$ cat config.mk
export PLATFORM = sky130hd
export DESIGN_NAME = bank_clk_div
export DESIGN_NICKNAME = d
export VERILOG_FILES = /design/src/rtl/bcd_pkg.sv /design/src/rtl/bcd_sync.sv /design/src/rtl/bcd_div.sv /design/src/rtl/bcd_settle.sv /design/src/rtl/bank_clk_div.sv
export SDC_FILE = /design/constraint.sdc
export NUM_CORES = 1
export LEC_CHECK = 0
export BUFFER_PORTS_ARGS = -buffer_cell sky130_fd_sc_hd__buf_2
export CAP_MARGIN = 10
export CORE_ASPECT_RATIO = 1.2
export CORE_UTILIZATION = 35
export DETAILED_ROUTE_END_ITERATION = 6
export PLACE_DENSITY = 0.57
export SETUP_SLACK_MARGIN = 0.02
export SYNTH_ARGS = -nofsm -noshare
export SYNTH_HDL_FRONTEND = slang
export SYNTH_SLANG_ARGS = --single-unit
$ cat constraint.sdc
create_clock -name clk_i -period 2 [get_ports clk_i]
set_clock_uncertainty 0.1 [all_clocks]
set_input_delay 0.1 -clock clk_i [delete_from_list [all_inputs] [get_ports clk_i]]
set_output_delay 0.1 -clock clk_i [all_outputs]
set_load 0.02 [all_outputs]
$ cat src/rtl/bcd_pkg.sv
package bcd_pkg;
  localparam int unsigned DEF_BANKS = 4;
  localparam int unsigned DEF_LINES = 3;

  // thermometer routing: bank takes the quarter-rate clock below the level
  function automatic logic bank_uses_quarter(int unsigned bank, int unsigned level);
    return bank < level;
  endfunction
endpackage

$ cat src/rtl/bcd_sync.sv
module bcd_sync #(
  parameter int unsigned WIDTH  = 1,
  parameter int unsigned STAGES = 2
) (
  input  logic             clk_i,
  input  logic             rst_ni,
  input  logic [WIDTH-1:0] d_i,
  output logic [WIDTH-1:0] q_o
);
  logic [WIDTH-1:0] stg [STAGES];

  always_ff @(posedge clk_i or negedge rst_ni) begin
    if (!rst_ni) begin
      for (int i = 0; i < STAGES; i++) stg[i] <= '0;
    end else begin
      stg[0] <= d_i;
      for (int i = 1; i < STAGES; i++) stg[i] <= stg[i-1];
    end
  end

  assign q_o = stg[STAGES-1];
endmodule

$ cat src/rtl/bcd_div.sv
module bcd_div (
  input  logic clk_i,
  input  logic rst_ni,
  input  logic clr_i,
  output logic half_o,
  output logic quarter_o
);
  always_ff @(posedge clk_i or negedge rst_ni) begin
    if (!rst_ni) begin
      half_o    <= 1'b0;
      quarter_o <= 1'b0;
    end else begin
      half_o <= ~half_o;
      if (clr_i)       quarter_o <= 1'b0;
      else if (half_o) quarter_o <= ~quarter_o;
    end
  end

  AST_HALF_TOGGLES: assert property (@(posedge clk_i) disable iff (!rst_ni)
    1'b1 |=> (half_o != $past(half_o)));
  AST_QUARTER_RISE_ON_HALF: assert property (@(posedge clk_i) disable iff (!rst_ni)
    $rose(quarter_o) |-> $past(half_o));
  AST_CLR_QUARTER_LOW: assert property (@(posedge clk_i) disable iff (!rst_ni)
    clr_i |=> !quarter_o);
endmodule

$ cat src/rtl/bcd_settle.sv
module bcd_settle #(
  parameter int unsigned SETTLE_CYC = 64
) (
  input  logic clk_i,
  input  logic rst_ni,
  input  logic ev_i,
  output logic settled_o
);
  localparam int unsigned CNT_W = $clog2(SETTLE_CYC + 1);

  logic [CNT_W-1:0] cnt_q;

  always_ff @(posedge clk_i or negedge rst_ni) begin
    if (!rst_ni)           cnt_q <= CNT_W'(SETTLE_CYC);
    else if (ev_i)         cnt_q <= CNT_W'(SETTLE_CYC);
    else if (cnt_q != '0)  cnt_q <= cnt_q - CNT_W'(1);
  end

  assign settled_o = (cnt_q == '0);

  AST_EVENT_RESTARTS: assert property (@(posedge clk_i) disable iff (!rst_ni)
    ev_i |=> !settled_o);
  AST_COUNT_DOWN: assert property (@(posedge clk_i) disable iff (!rst_ni)
    (!ev_i && cnt_q != '0) |=> (cnt_q == $past(cnt_q) - CNT_W'(1)));
endmodule

$ cat src/rtl/bank_clk_div.sv
module bank_clk_div
  import bcd_pkg::*;
#(
  parameter int unsigned NUM_BANKS      = DEF_BANKS,
  parameter int unsigned LINES_PER_BANK = DEF_LINES,
  parameter int unsigned SETTLE_CYC     = 64,
  parameter int unsigned SYNC_STAGES    = 2,
  localparam int unsigned SEL_W         = $clog2(NUM_BANKS),
  localparam int unsigned OUT_W         = NUM_BANKS * LINES_PER_BANK
) (
  input  logic             clk_i,
  input  logic             rst_ni,
  input  logic [SEL_W-1:0] sel_i,
  input  logic             oe_ni,
  input  logic             clr_i,
  input  logic             test_i,
  input  logic             byp_clk_i,
  output logic [OUT_W-1:0] bank_o,
  output logic             settled_o
);
  localparam int unsigned SYNC_W = SEL_W + 3;

  logic [SYNC_W-1:0] sync_d, sync_q;
  logic [SEL_W-1:0]  sel_s, sel_q, sel_act;
  logic              oe_s, oe_q, clr_s, clr_q, test_s, test_q;
  logic              clr_fall, cfg_ev;
  logic              half, quarter;
  logic [NUM_BANKS-1:0] bank_clk;

  assign sync_d = {sel_i, test_i, oe_ni, clr_i};

  bcd_sync #(.WIDTH(SYNC_W), .STAGES(SYNC_STAGES)) u_sync (
    .clk_i (clk_i),
    .rst_ni(rst_ni),
    .d_i   (sync_d),
    .q_o   (sync_q)
  );

  assign {sel_s, test_s, oe_s, clr_s} = sync_q;

  always_ff @(posedge clk_i or negedge rst_ni) begin
    if (!rst_ni) begin
      sel_q   <= '0;
      oe_q    <= 1'b0;
      clr_q   <= 1'b0;
      test_q  <= 1'b0;
      sel_act <= '0;
    end else begin
      sel_q  <= sel_s;
      oe_q   <= oe_s;
      clr_q  <= clr_s;
      test_q <= test_s;
      // switch routing only while both divided clocks sit low
      if (!half && !quarter) sel_act <= sel_s;
    end
  end

  assign clr_fall = clr_q & ~clr_s;
  assign cfg_ev   = (sel_s != sel_q) | (oe_q & ~oe_s) | (test_q & ~test_s);

  bcd_div u_div (
    .clk_i    (clk_i),
    .rst_ni   (rst_ni),
    .clr_i    (clr_fall),
    .half_o   (half),
    .quarter_o(quarter)
  );

  bcd_settle #(.SETTLE_CYC(SETTLE_CYC)) u_settle (
    .clk_i    (clk_i),
    .rst_ni   (rst_ni),
    .ev_i     (cfg_ev),
    .settled_o(settled_o)
  );

  for (genvar b = 0; b < NUM_BANKS; b++) begin : g_bank
    logic line;
    assign bank_clk[b] = bank_uses_quarter(b, int'(sel_act)) ? quarter : half;
    assign line        = oe_s ? 1'b0 : (test_s ? byp_clk_i : bank_clk[b]);
    assign bank_o[b*LINES_PER_BANK +: LINES_PER_BANK] = {LINES_PER_BANK{line}};
  end

  AST_OE_FORCES_LOW: assert property (@(posedge clk_i) disable iff (!rst_ni)
    oe_s |-> (bank_o == '0));
  AST_LAST_BANK_HALF: assert property (@(posedge clk_i) disable iff (!rst_ni)
    (!oe_s && !test_s) |->
      (bank_o[(NUM_BANKS-1)*LINES_PER_BANK +: LINES_PER_BANK] == {LINES_PER_BANK{half}}));
  AST_SEL_SWITCH_AT_LOW: assert property (@(posedge clk_i) disable iff (!rst_ni)
    (sel_act != $past(sel_act)) |-> (!$past(half) && !$past(quarter)));
endmodule

==> impl_metrics.prom, run 1 <==
# TYPE chip_impl_metric gauge
chip_impl_metric{name="die_area",unit="mm^2"} 0.003309
chip_impl_metric{name="worst_slew_margin_rel",unit="%"} 63.28
chip_impl_metric{name="start_util",unit="%"} 37.66
chip_impl_metric{name="pwr-share-comb",unit="%"} 18.9
chip_impl_info{name="crit_path_end_kind",value="primary output"} 1
chip_impl_metric{name="drc_errors",unit=""} 0
chip_impl_info{name="crit_slowest_cell",value="dfrtp_1"} 1
chip_impl_metric{name="antenna_left",unit=""} 0
chip_impl_metric{name="antenna_cells",unit=""} 0
chip_impl_metric{name="setup_viol",unit=""} 0
chip_impl_metric{name="timing.max_cap.violations",unit=""} 0
chip_impl_metric{name="h_tree_lvl_count",unit=""} 1
chip_impl_metric{name="regArea",unit="um^2"} 651.9
chip_impl_metric{name="switchingPower",unit="uW"} 292.4
chip_impl_metric{name="drt_wl_total",unit="mm"} 1.628
chip_impl_metric{name="placeableCoreArea",unit="mm^2"} 0.002864
chip_impl_metric{name="worst_tran_pin_value",unit="ns"} 0.5509
chip_impl_metric{name="power.switching_fraction",unit="%"} 25.07
chip_impl_metric{name="crit_share_post_route",unit="%"} 94.67
chip_impl_metric{name="first_pass_grt_wire_length",unit="mm"} 2.863
chip_impl_metric{name="port_buffers",unit=""} 20
chip_impl_info{name="r2r_end",value="u_settle.cnt_q[5]"} 1
chip_impl_info{name="setup_repair_after_global_routing_missed_its_margin",value="no"} 1
chip_impl_metric{name="synthesis.instances",unit=""} 89
chip_impl_metric{name="period_minus_ws_final",unit="ns"} 1.893
chip_impl_metric{name="first_global_vias",unit=""} 691
chip_impl_info{name="cp-start-kind",value="flop"} 1
chip_impl_metric{name="grt_antenna_before_repair",unit=""} 0
chip_impl_metric{name="footprint_of_the_multi_input_gates",unit="um^2"} 336.6
chip_impl_info{name="critical-path-top-delay-family",value="simple AND/OR/NAND/NOR gates"} 1
chip_impl_metric{name="totalNegativeSetupSlack",unit="ns"} 0
chip_impl_metric{name="pwr-share-seq",unit="%"} 51.1
chip_impl_metric{name="synthesis.nets",unit=""} 98
chip_impl_metric{name="grt.overflow.total",unit=""} 0
chip_impl_info{name="status",value="completed"} 1
chip_impl_metric{name="layout.nets",unit=""} 120
chip_impl_metric{name="ys_async_sr_fraction",unit="%"} 100.0
chip_impl_metric{name="areaGrowthSynthToFinish",unit="%"} 19.72
chip_impl_metric{name="syn_avg_cell_area",unit="um^2"} 12.12
chip_impl_metric{name="pin_count",unit=""} 21
chip_impl_metric{name="standard_cell_rows",unit=""} 21
chip_impl_info{name="r2r_start",value="u_settle.cnt_q[0]"} 1
chip_impl_info{name="layout.cells.most_common",value="dfrtp_1"} 1
chip_impl_metric{name="worstRegToRegCells",unit=""} 4
chip_impl_metric{name="groute.usage.overall",unit="%"} 11.41
chip_impl_metric{name="hold_violations",unit=""} 0
chip_impl_metric{name="max-vdd-ir-drop",unit="mV"} 0.4788
chip_impl_metric{name="power_leakage",unit="nW"} 0.6191
chip_impl_metric{name="wirelength_per_cell",unit="um"} 11.31
chip_impl_info{name="min_path_type",value="in2async"} 1
chip_impl_metric{name="deepest_clock_path_buffer_count",unit=""} 2
chip_impl_metric{name="clk_transition_reported_paths",unit="ns"} 0.14
chip_impl_metric{name="detailedRoute.firstIterationViolations",unit=""} 11
chip_impl_metric{name="cts_num_sinks",unit=""} 26
chip_impl_metric{name="avgViaCountPerCell",unit=""} 4.944
chip_impl_metric{name="drive_above_1_share",unit="%"} 32.73
chip_impl_metric{name="cell_internal_pwr",unit="uW"} 874.1
chip_impl_info{name="postSynth.topFlopCell",value="dfrtp_1"} 1
chip_impl_metric{name="required",unit="ns"} 1.80
chip_impl_info{name="timing.critical_path.cells",value="inv_2 -> ha_4 -> or3b_4 -> nor2_4 -> buf_4"} 1
chip_impl_metric{name="routed-via-count",unit=""} 712
chip_impl_metric{name="post_synth_design_cell_area",unit="mm^2"} 0.001079
chip_impl_info{name="cts_root_buffer",value="clkbuf_4"} 1
chip_impl_info{name="tritoncts",value="built"} 1
chip_impl_info{name="critical_path_class",value="reg2out"} 1
chip_impl_metric{name="synth-edff-count",unit=""} 0
chip_impl_metric{name="layout.filler_cells",unit=""} 265
chip_impl_metric{name="chip_height",unit="um"} 62.81
chip_impl_metric{name="final_max_tran_viols",unit=""} 0
chip_impl_metric{name="seq_area_frac_synth",unit="%"} 60.44
chip_impl_metric{name="clockPowerShare",unit="%"} 30.0
chip_impl_metric{name="synth_seq_cells",unit=""} 26
chip_impl_metric{name="worstPathMaxFanout",unit=""} 5
chip_impl_metric{name="grt_start_max_net_pins",unit=""} 27
chip_impl_metric{name="reg2reg_setup_slack",unit="ns"} 0.12
chip_impl_metric{name="power-per-cell-area",unit="mW/mm^2"} 903.5
chip_impl_info{name="final_cell_mix",value="25 x dfrtp_1, 19 x buf_2, 9 x a21oi_1, 6 x dlygate4sd3_1, 5 x inv_1"} 1
chip_impl_metric{name="synth_warnings",unit=""} 0
chip_impl_metric{name="critPathBufInv",unit=""} 2
chip_impl_metric{name="max_incr_delay_on_cp",unit="ns"} 0.44
chip_impl_metric{name="synth_cell_type_count",unit=""} 29
chip_impl_metric{name="dpl.hpwl",unit="mm"} 1.117
chip_impl_metric{name="die_w",unit="um"} 52.68
chip_impl_metric{name="cp_data_arrival_time",unit="ns"} 1.69
chip_impl_metric{name="placed_cell_count",unit=""} 131
chip_impl_metric{name="numCtsBuffers",unit=""} 3
chip_impl_metric{name="achievable-frequency",unit="MHz"} 528.2
chip_impl_metric{name="insertion_delay",unit="ns"} 0.32
chip_impl_metric{name="drt_first_pass_iters",unit=""} 4
chip_impl_metric{name="fin_cells",unit=""} 144
chip_impl_metric{name="place_congestion",unit=""} 0.7519
[synth_stat cells (all sizes together) (3+ instances only)]
cell,instances,area share (%)
inv,6,2.1
dfrtp,25,58
nor3,4,1.9
mux2i,3,2.8
a21oi,9,4.2
buf,12,8.4
nor2,3,1.0
[power by group through the flow]
stage	sequential, mW	combinational, mW	clock [mW]
after floorplan	0.598	0.167	0
after detailed placement	0.607	0.190	0
after global placement	0.605	0.188	0
final	0.596	0.221	0.350
after global routing	0.603	0.246	0.387
after CTS	0.597	0.208	0.367
[state kept, by name (all words and copies together), names as in the netlist]
| register | flops |
|---|---|
| u_div.half_o | 1 |
| u_sync.q_o | 5 |
| u_div.quarter_o | 1 |
| sel_act | 2 |
| u_sync.stg | 5 |
| sel_q | 2 |
| oe_q | 1 |
| u_settle.cnt_q | 7 |
| clr_q | 1 |
| test_q | 1 |
[what timing repair did]
action | in CTS | in global routing
setup buffers | 0 | 3
gates resized for setup | 4 | 3
endpoints found under the setup margin | 1 | 2
hold endpoints to repair | 30 | 0
pin swaps | 0 | 0
hold buffers | 6 | 0
[per-layer routing]
layer | vias up | wire length, um | global-route usage (%)
met2 | 27 | 793 | 18.83
li1 | 337 | - | -
met3 | 4 | 71 | 1.703
met1 | 344 | 729 | 13.74
met5 | - | 0 | 0
met4 | 0 | 33 | 6.250
[stage by stage]
stage | instance area (um^2) | worst slack (ns) | utilization [%] | hold WS, ns | power (mW)
finish | 1291 | 0.1066 | 45.09 | 0.1752 | 1.167
detailed placement | 1131 | 0.2213 | 39.49 | 0.02263 | 0.7969
floorplan | 1079 | 0.1428 | - | -0.2956 | 0.7650
global placement | 1131 | 0.2914 | 39.49 | 0.01942 | 0.7921
CTS | 1256 | 0.03810 | 43.86 | 0.1792 | 1.172
global route | 1291 | 0.03235 | 45.09 | 0.2129 | 1.236
[cell type report]
class                           count  share of cell area (%)
Clock inverter                      1                   2.326
Tap cell                           34                   3.295
Sequential cell                    26                   50.48
Inverter                            6                   1.744
Timing Repair Buffer               29                   14.34
Multi-Input combinational cell     45                   26.07
Clock buffer                        3                   1.744
[worst max path at each step]
stage | from | end | slack, ns | cells after the start
after floorplan | u_settle.cnt_q[0] | u_settle.cnt_q[1] | 0.14 | 5
after global placement | u_settle.cnt_q[0] | u_settle.cnt_q[1] | 0.29 | 5
after detailed placement | u_settle.cnt_q[0] | settled_o | 0.22 | 5
after CTS | u_settle.cnt_q[0] | settled_o | 0.04 | 5
after global routing | u_settle.cnt_q[0] | settled_o | 0.03 | 5
final | u_settle.cnt_q[0] | settled_o | 0.11 | 5
[cell families after synthesis]
family	Yosys count	share of synthesized area [%]
mux	5	4.872
xor+xnor	3	2.437
flops	26	60.44
simple gates	17	9.397
buf+inv	18	10.44
fa+ha+maj	1	1.160
compound gates	19	11.25
[worst reg2reg max path: stages (launching register included)]
cell	delay (ns)
dfrtp_1	0.44
buf_4	0.15
or4_4	0.53
or4_1	0.47
a21oi_1	0.13
Power figures use the tool's default switching activity.
==> run 2, diff against run 1 <==
--- a/config.mk
+++ b/config.mk
@@ -10,6 +10,7 @@
 export CORE_ASPECT_RATIO = 1.2
 export CORE_UTILIZATION = 35
 export DETAILED_ROUTE_END_ITERATION = 6
+export HOLD_SLACK_MARGIN = 0.15
 export PLACE_DENSITY = 0.57
 export SETUP_SLACK_MARGIN = 0.02
 export SYNTH_ARGS = -nofsm -noshare
==> constraint.sdc (replaced) <==
create_clock -name clk_i -period 2.05 [get_ports clk_i]
set_clock_uncertainty 0.1 [all_clocks]
set_input_delay 0.1025 -clock clk_i [delete_from_list [all_inputs] [get_ports clk_i]]
set_output_delay 0.1025 -clock clk_i [all_outputs]
set_load 0.02 [all_outputs]
==> impl_metrics.prom, run 2 (synthesis results as in run 1) <==
# TYPE chip_impl_metric gauge
chip_impl_metric{name="grt_antenna_before_repair",unit=""} 0
chip_impl_metric{name="numCtsBuffers",unit=""} 3
chip_impl_metric{name="first_global_vias",unit=""} 664
chip_impl_metric{name="port_buffers",unit=""} 20
chip_impl_metric{name="period_minus_ws_final",unit="ns"} 1.936
chip_impl_metric{name="power_leakage",unit="nW"} 0.6062
chip_impl_metric{name="groute.usage.overall",unit="%"} 11.85
chip_impl_metric{name="worst_tran_pin_value",unit="ns"} 0.5565
chip_impl_metric{name="clk_transition_reported_paths",unit="ns"} 0.14
chip_impl_metric{name="totalNegativeSetupSlack",unit="ns"} 0
chip_impl_metric{name="required",unit="ns"} 1.85
chip_impl_metric{name="drive_above_1_share",unit="%"} 30.56
chip_impl_info{name="crit_path_end_kind",value="primary output"} 1
chip_impl_metric{name="worstPathMaxFanout",unit=""} 5
chip_impl_metric{name="cp_data_arrival_time",unit="ns"} 1.73
chip_impl_metric{name="chip_height",unit="um"} 62.81
chip_impl_metric{name="final.setup.worst_slack",unit="ns"} 0.1139
chip_impl_info{name="crit_slowest_cell",value="dfrtp_1"} 1
chip_impl_metric{name="avgViaCountPerCell",unit=""} 4.641
chip_impl_metric{name="start_util",unit="%"} 37.66
chip_impl_metric{name="power-per-cell-area",unit="mW/mm^2"} 890.4
chip_impl_metric{name="switchingPower",unit="uW"} 281.1
chip_impl_metric{name="standard_cell_rows",unit=""} 21
chip_impl_metric{name="detailedRoute.firstIterationViolations",unit=""} 13
chip_impl_metric{name="antenna_left",unit=""} 0
chip_impl_metric{name="achievable-frequency",unit="MHz"} 516.5
chip_impl_metric{name="pwr-share-seq",unit="%"} 51.6
chip_impl_metric{name="setup_viol",unit=""} 0
chip_impl_metric{name="layout.nets",unit=""} 118
chip_impl_metric{name="die_w",unit="um"} 52.68
chip_impl_metric{name="grt.overflow.total",unit=""} 0
chip_impl_metric{name="grt_start_max_net_pins",unit=""} 27
chip_impl_info{name="cp-start-kind",value="flop"} 1
chip_impl_metric{name="clockPowerShare",unit="%"} 30.0
chip_impl_metric{name="pwr-share-comb",unit="%"} 18.4
chip_impl_info{name="max_flop_register",value="u_settle.cnt_q"} 1
chip_impl_metric{name="cell_internal_pwr",unit="uW"} 846.3
chip_impl_metric{name="place_congestion",unit=""} 0.7151
chip_impl_metric{name="drc_errors",unit=""} 0
chip_impl_metric{name="max-vdd-ir-drop",unit="mV"} 0.5780
chip_impl_metric{name="h_tree_lvl_count",unit=""} 1
chip_impl_metric{name="die_area",unit="mm^2"} 0.003309
chip_impl_metric{name="dpl.hpwl",unit="mm"} 1.095
chip_impl_info{name="setup_repair_after_global_routing_missed_its_margin",value="no"} 1
chip_impl_metric{name="cts_num_sinks",unit=""} 26
chip_impl_metric{name="first_pass_grt_wire_length",unit="mm"} 2.904
chip_impl_info{name="cts_root_buffer",value="clkbuf_4"} 1
chip_impl_info{name="critical_path_class",value="reg2out"} 1
chip_impl_metric{name="placeableCoreArea",unit="mm^2"} 0.002864
chip_impl_metric{name="drt_wl_total",unit="mm"} 1.617
chip_impl_metric{name="final_max_tran_viols",unit=""} 0
chip_impl_metric{name="hold_violations",unit=""} 0
chip_impl_metric{name="crit_share_post_route",unit="%"} 94.44
chip_impl_metric{name="preCtsSetupSlack",unit="ns"} 0.2983
chip_impl_info{name="timing.critical_path.cells",value="inv_1 -> ha_2 -> or3b_4 -> nor2_4 -> buf_4"} 1
chip_impl_info{name="status",value="completed"} 1
chip_impl_metric{name="drt_first_pass_iters",unit=""} 4
chip_impl_metric{name="routed-via-count",unit=""} 659
chip_impl_metric{name="insertion_delay",unit="ns"} 0.31
chip_impl_info{name="layout.cells.most_common",value="dfrtp_1"} 1
chip_impl_metric{name="worst_slew_margin_rel",unit="%"} 62.90
chip_impl_metric{name="antenna_cells",unit=""} 0
chip_impl_metric{name="pin_count",unit=""} 21
chip_impl_metric{name="max_incr_delay_on_cp",unit="ns"} 0.42
chip_impl_metric{name="largest_register_ff_count",unit=""} 7
chip_impl_metric{name="power.switching_fraction",unit="%"} 24.93
chip_impl_metric{name="timing.max_cap.violations",unit=""} 0
chip_impl_info{name="final_cell_mix",value="25 x dfrtp_1, 19 x buf_2, 9 x a21oi_1, 6 x inv_1, 6 x dlygate4sd3_1"} 1
chip_impl_metric{name="wirelength_per_cell",unit="um"} 11.39
chip_impl_info{name="min_path_type",value="in2async"} 1
chip_impl_info{name="tritoncts",value="built"} 1
chip_impl_metric{name="areaGrowthSynthToFinish",unit="%"} 17.40
chip_impl_metric{name="deepest_clock_path_buffer_count",unit=""} 2
run 2: path summary, 6_finish.rpt:
path | cells after the start | slack, ns | endpoint | startpoint
setup / recovery | 5 | 0.11 | settled_o | u_settle.cnt_q[1]
hold / removal | 2 | 0.19 | u_sync.stg[5] | rst_ni
setup reg to reg | 4 | 0.21 | u_settle.cnt_q[5] | u_settle.cnt_q[0]
hold reg to reg | 0 | 0.25 | u_sync.q_o[1] | u_sync.stg[6]
max in group asynchronous | 2 | 1.28 | u_settle.cnt_q[6] | rst_ni
min in group clk_i | 0 | 0.25 | u_sync.q_o[1] | u_sync.stg[6]
run 2: layout make-up:
type / instances / area, um^2
well taps: 34 / 42.54
inverters: 6 / 22.52
repair buffers: 27 / 170.2
clock inverters: 1 / 30.03
clock buffers: 3 / 22.52
flip-flops and latches: 26 / 651.9
fillers: 271 / 1598
multi-input cells: 45 / 326.6
run 2: timing repair:
| item | 4_1_cts | 5_1_grt |
|---|---|---|
| setup endpoints to repair | 1 | 0 |
| setup buffers | 1 | 0 |
| gates resized for setup | 5 | 0 |
| hold buffers | 6 | 0 |
| hold endpoints to repair | 31 | 0 |
run 2: metrics by stage:
stage / util (%) / power, mW / instance area [um^2] / hold slack (ns) / std cells
global placement: 39.49 / 0.7737 / 1131 / 0.02179 / 131
CTS: 44.21 / 1.145 / 1266 / 0.1918 / 142
floorplan: - / 0.7463 / 1079 / -0.2931 / 89
finish: 44.21 / 1.127 / 1266 / 0.1866 / 142
detailed placement: 39.49 / 0.7769 / 1131 / 0.02776 / 131
global route: 44.21 / 1.190 / 1266 / 0.2161 / 142
run 2: power groups by stage:
stage | combinational, mW | sequential [mW] | clock, mW
floorplan | 0.163 | 0.583 | 0
global placement | 0.184 | 0.590 | 0
detailed placement | 0.185 | 0.592 | 0
CTS | 0.207 | 0.581 | 0.356
global route | 0.231 | 0.588 | 0.370
finish | 0.208 | 0.581 | 0.338
run 2: layer usage:
layer / global-route usage (%) / vias up / wire, um / part of all wire, %
li1: - / 335 / - / -
met1: 16.27 / 297 / 806 / 50
met2: 17.56 / 23 / 715 / 44
met3: 1.460 / 4 / 57 / 3.5
met4: 6.908 / 0 / 37 / 2.3
met5: 0 / - / 0 / 0
run 2: critical path: cells and delay by family (launching register included):
kind | cells | cell delay, ns
DFF | 1 | 0.42
buffers and inverters | 2 | 0.25
adders and majority gates | 1 | 0.21
and+or+nand+nor | 2 | 0.56
==> run 3, diff against run 2 <==
--- a/config.mk
+++ b/config.mk
@@ -9,6 +9,7 @@
 export CAP_MARGIN = 10
 export CORE_ASPECT_RATIO = 1.2
 export CORE_UTILIZATION = 35
+export CTS_CLUSTER_DIAMETER = 30
 export DETAILED_ROUTE_END_ITERATION = 6
 export HOLD_SLACK_MARGIN = 0.15
 export PLACE_DENSITY = 0.57
==> constraint.sdc (replaced) <==
create_clock -name clk_i -period 2.05 [get_ports clk_i]
set_clock_uncertainty 0.1 [all_clocks]
set_input_delay 0.5125 -clock clk_i [delete_from_list [all_inputs] [get_ports clk_i]]
set_output_delay 0.5125 -clock clk_i [all_outputs]
set_load 0.02 [all_outputs]
==> impl_metrics.prom, run 3 (synthesis results as in run 1) <==
# TYPE chip_impl_metric gauge
chip_impl_info{name="cts_root_buffer",value="clkbuf_4"} 1
chip_impl_info{name="critical_path_class",value="reg2out"} 1
chip_impl_metric{name="final.setup.worst_slack",unit="ns"} -0.1095
chip_impl_info{name="failing_checks",value="negative setup slack"} 1
chip_impl_metric{name="setup_viol",unit=""} 1
chip_impl_metric{name="grt_antenna_before_repair",unit=""} 0
chip_impl_metric{name="placeableCoreArea",unit="mm^2"} 0.002864
chip_impl_metric{name="routed-via-count",unit=""} 706
chip_impl_metric{name="wl_met2",unit="um"} 890
chip_impl_info{name="r2r_start",value="u_settle.cnt_q[1]"} 1
chip_impl_metric{name="cts_num_sinks",unit=""} 26
chip_impl_metric{name="preCtsSetupSlack",unit="ns"} 0.05660
chip_impl_info{name="whs_endpoint",value="u_sync.stg[5]"} 1
chip_impl_metric{name="final_area",unit="mm^2"} 0.001359
chip_impl_metric{name="start_util",unit="%"} 37.66
chip_impl_metric{name="crit_share_post_route",unit="%"} 105.3
chip_impl_metric{name="pin_count",unit=""} 21
chip_impl_info{name="status",value="finished with violations"} 1
chip_impl_metric{name="antenna_cells",unit=""} 0
chip_impl_metric{name="first_global_vias",unit=""} 695
chip_impl_info{name="hold_path_startpoint",value="clr_i"} 1
chip_impl_metric{name="total_power",unit="mW"} 1.060
chip_impl_metric{name="layout.nets",unit=""} 125
chip_impl_info{name="top_signal_layer_used",value="met4"} 1
chip_impl_info{name="timing.critical_path.cells",value="inv_2 -> ha_4 -> or3b_4 -> nor2_4 -> buf_6"} 1
chip_impl_info{name="final_cell_mix",value="25 x dfrtp_1, 16 x buf_4, 13 x buf_2, 5 x a21oi_1"} 1
chip_impl_metric{name="detailedRoute.firstIterationViolations",unit=""} 7
chip_impl_info{name="min_path_type",value="in2reg"} 1
chip_impl_metric{name="dpl.hpwl",unit="mm"} 1.169
chip_impl_metric{name="chip_height",unit="um"} 62.81
chip_impl_info{name="cp-start-kind",value="flop"} 1
chip_impl_metric{name="place_congestion",unit=""} 0.8826
chip_impl_metric{name="critPathBufInv",unit=""} 2
chip_impl_metric{name="grt_start_max_net_pins",unit=""} 27
chip_impl_info{name="layout.cells.most_common",value="dfrtp_1"} 1
chip_impl_metric{name="standard_cell_rows",unit=""} 21
chip_impl_metric{name="worst_tran_pin_value",unit="ns"} 0.5566
chip_impl_metric{name="max_incr_delay_on_cp",unit="ns"} 0.41
chip_impl_metric{name="worst_slew_margin_rel",unit="%"} 62.89
chip_impl_metric{name="insertion_delay",unit="ns"} 0.30
chip_impl_metric{name="areaGrowthSynthToFinish",unit="%"} 25.99
chip_impl_metric{name="power_leakage",unit="nW"} 0.6435
chip_impl_info{name="critical-path-top-delay-family",value="simple AND/OR/NAND/NOR gates"} 1
chip_impl_metric{name="largest_register_ff_count",unit=""} 7
chip_impl_metric{name="drt_first_pass_iters",unit=""} 4
chip_impl_metric{name="clk_transition_reported_paths",unit="ns"} 0.13
chip_impl_metric{name="final_max_tran_viols",unit=""} 0
chip_impl_metric{name="drive_above_1_share",unit="%"} 46.96
chip_impl_metric{name="wirelength_per_cell",unit="um"} 12.27
chip_impl_metric{name="reg2reg_setup_slack",unit="ns"} 0.08
chip_impl_metric{name="max-vdd-ir-drop",unit="mV"} 0.5224
chip_impl_metric{name="hold_violations",unit=""} 0
chip_impl_metric{name="cp_data_arrival_time",unit="ns"} 1.55
chip_impl_metric{name="achievable-frequency",unit="MHz"} 463.1
chip_impl_metric{name="die_w",unit="um"} 52.68
chip_impl_metric{name="fin_cells",unit=""} 149
chip_impl_info{name="tritoncts",value="built"} 1
chip_impl_info{name="crit_path_end_kind",value="primary output"} 1
chip_impl_metric{name="h_tree_lvl_count",unit=""} 1
chip_impl_info{name="setup_repair_after_global_routing_missed_its_margin",value="yes"} 1
chip_impl_metric{name="hold_depth",unit=""} 1
chip_impl_metric{name="power-per-cell-area",unit="mW/mm^2"} 780.4
chip_impl_metric{name="timing.max_cap.violations",unit=""} 0
chip_impl_metric{name="dpl-instance-area",unit="mm^2"} 0.001164
chip_impl_metric{name="placed_cell_count",unit=""} 135
chip_impl_metric{name="dr_wl_met3",unit="um"} 73
chip_impl_metric{name="die_area",unit="mm^2"} 0.003309
chip_impl_metric{name="drc_errors",unit=""} 0
chip_impl_info{name="max_flop_register",value="u_settle.cnt_q"} 1
chip_impl_metric{name="first_pass_grt_wire_length",unit="mm"} 3.236
chip_impl_metric{name="worstRegToRegCells",unit=""} 5
chip_impl_info{name="crit_slowest_cell",value="dfrtp_1"} 1
chip_impl_info{name="r2r_end",value="u_settle.cnt_q[5]"} 1
chip_impl_metric{name="drt_wl_total",unit="mm"} 1.828
chip_impl_metric{name="required",unit="ns"} 1.44
chip_impl_metric{name="numCtsBuffers",unit=""} 3
chip_impl_metric{name="deepest_clock_path_buffer_count",unit=""} 2
chip_impl_metric{name="worstPathMaxFanout",unit=""} 2
chip_impl_metric{name="port_buffers",unit=""} 20
chip_impl_metric{name="groute.usage.overall",unit="%"} 13.00
chip_impl_metric{name="grt.overflow.total",unit=""} 0
chip_impl_metric{name="period_minus_ws_final",unit="ns"} 2.160
chip_impl_metric{name="routedLengthMet1",unit="um"} 848
chip_impl_metric{name="avgViaCountPerCell",unit=""} 4.738
chip_impl_metric{name="antenna_left",unit=""} 0
## run 3: stage by stage
| stage | utilization, % | hold slack, ns | TNS (ns) |
|---|---|---|---|
| 6_report | 47.44 | 0.2033 | -0.1095 |
| 3_3_place_gp | 40.63 | 0.2312 | 0 |
| 4_1_cts | 45.78 | 0.1905 | -0.2565 |
| 2_1_floorplan | - | 0.1169 | 0 |
| 5_1_grt | 47.44 | 0.1813 | -0.1709 |
| 3_5_place_dp | 40.63 | 0.2347 | 0 |
## run 3: worst max-delay path by stage
stage,from,to,cells past startpoint
after global routing,u_settle.cnt_q[1],settled_o,5
final,u_settle.cnt_q[1],settled_o,5
after floorplan,u_settle.cnt_q[0],settled_o,4
after detailed placement,u_settle.cnt_q[1],settled_o,5
after CTS,u_settle.cnt_q[1],settled_o,5
after global placement,u_settle.cnt_q[1],settled_o,5
## run 3: final cells by class
class,count,area (um^2)
Clock buffer,4,26.28
Fill cell,262,1505
Inverter,6,25.02
Multi-Input combinational cell,45,372.9
Sequential cell,26,651.9
Tap cell,34,42.54
Timing Repair Buffer,34,240.2
## run 3: where the power goes
part,switching (mW),internal (mW)
clock network,0.134,0.0757
registers,0.0325,0.550
logic,0.131,0.138
## run 3: what timing repair did
item,CTS,global route
resized for setup,12,16
setup buffers,9,3
endpoints found under the hold margin,25,0
endpoints found under the setup margin,4,15
pin swaps,4,3
hold buffers,1,0
## run 3: per-layer routing
metal | track usage [%] | up-vias
met5 | 0 | -
met1 | 19.37 | 331
met2 | 19.30 | 24
li1 | - | 349
met3 | 1.460 | 2
met4 | 4.605 | 0
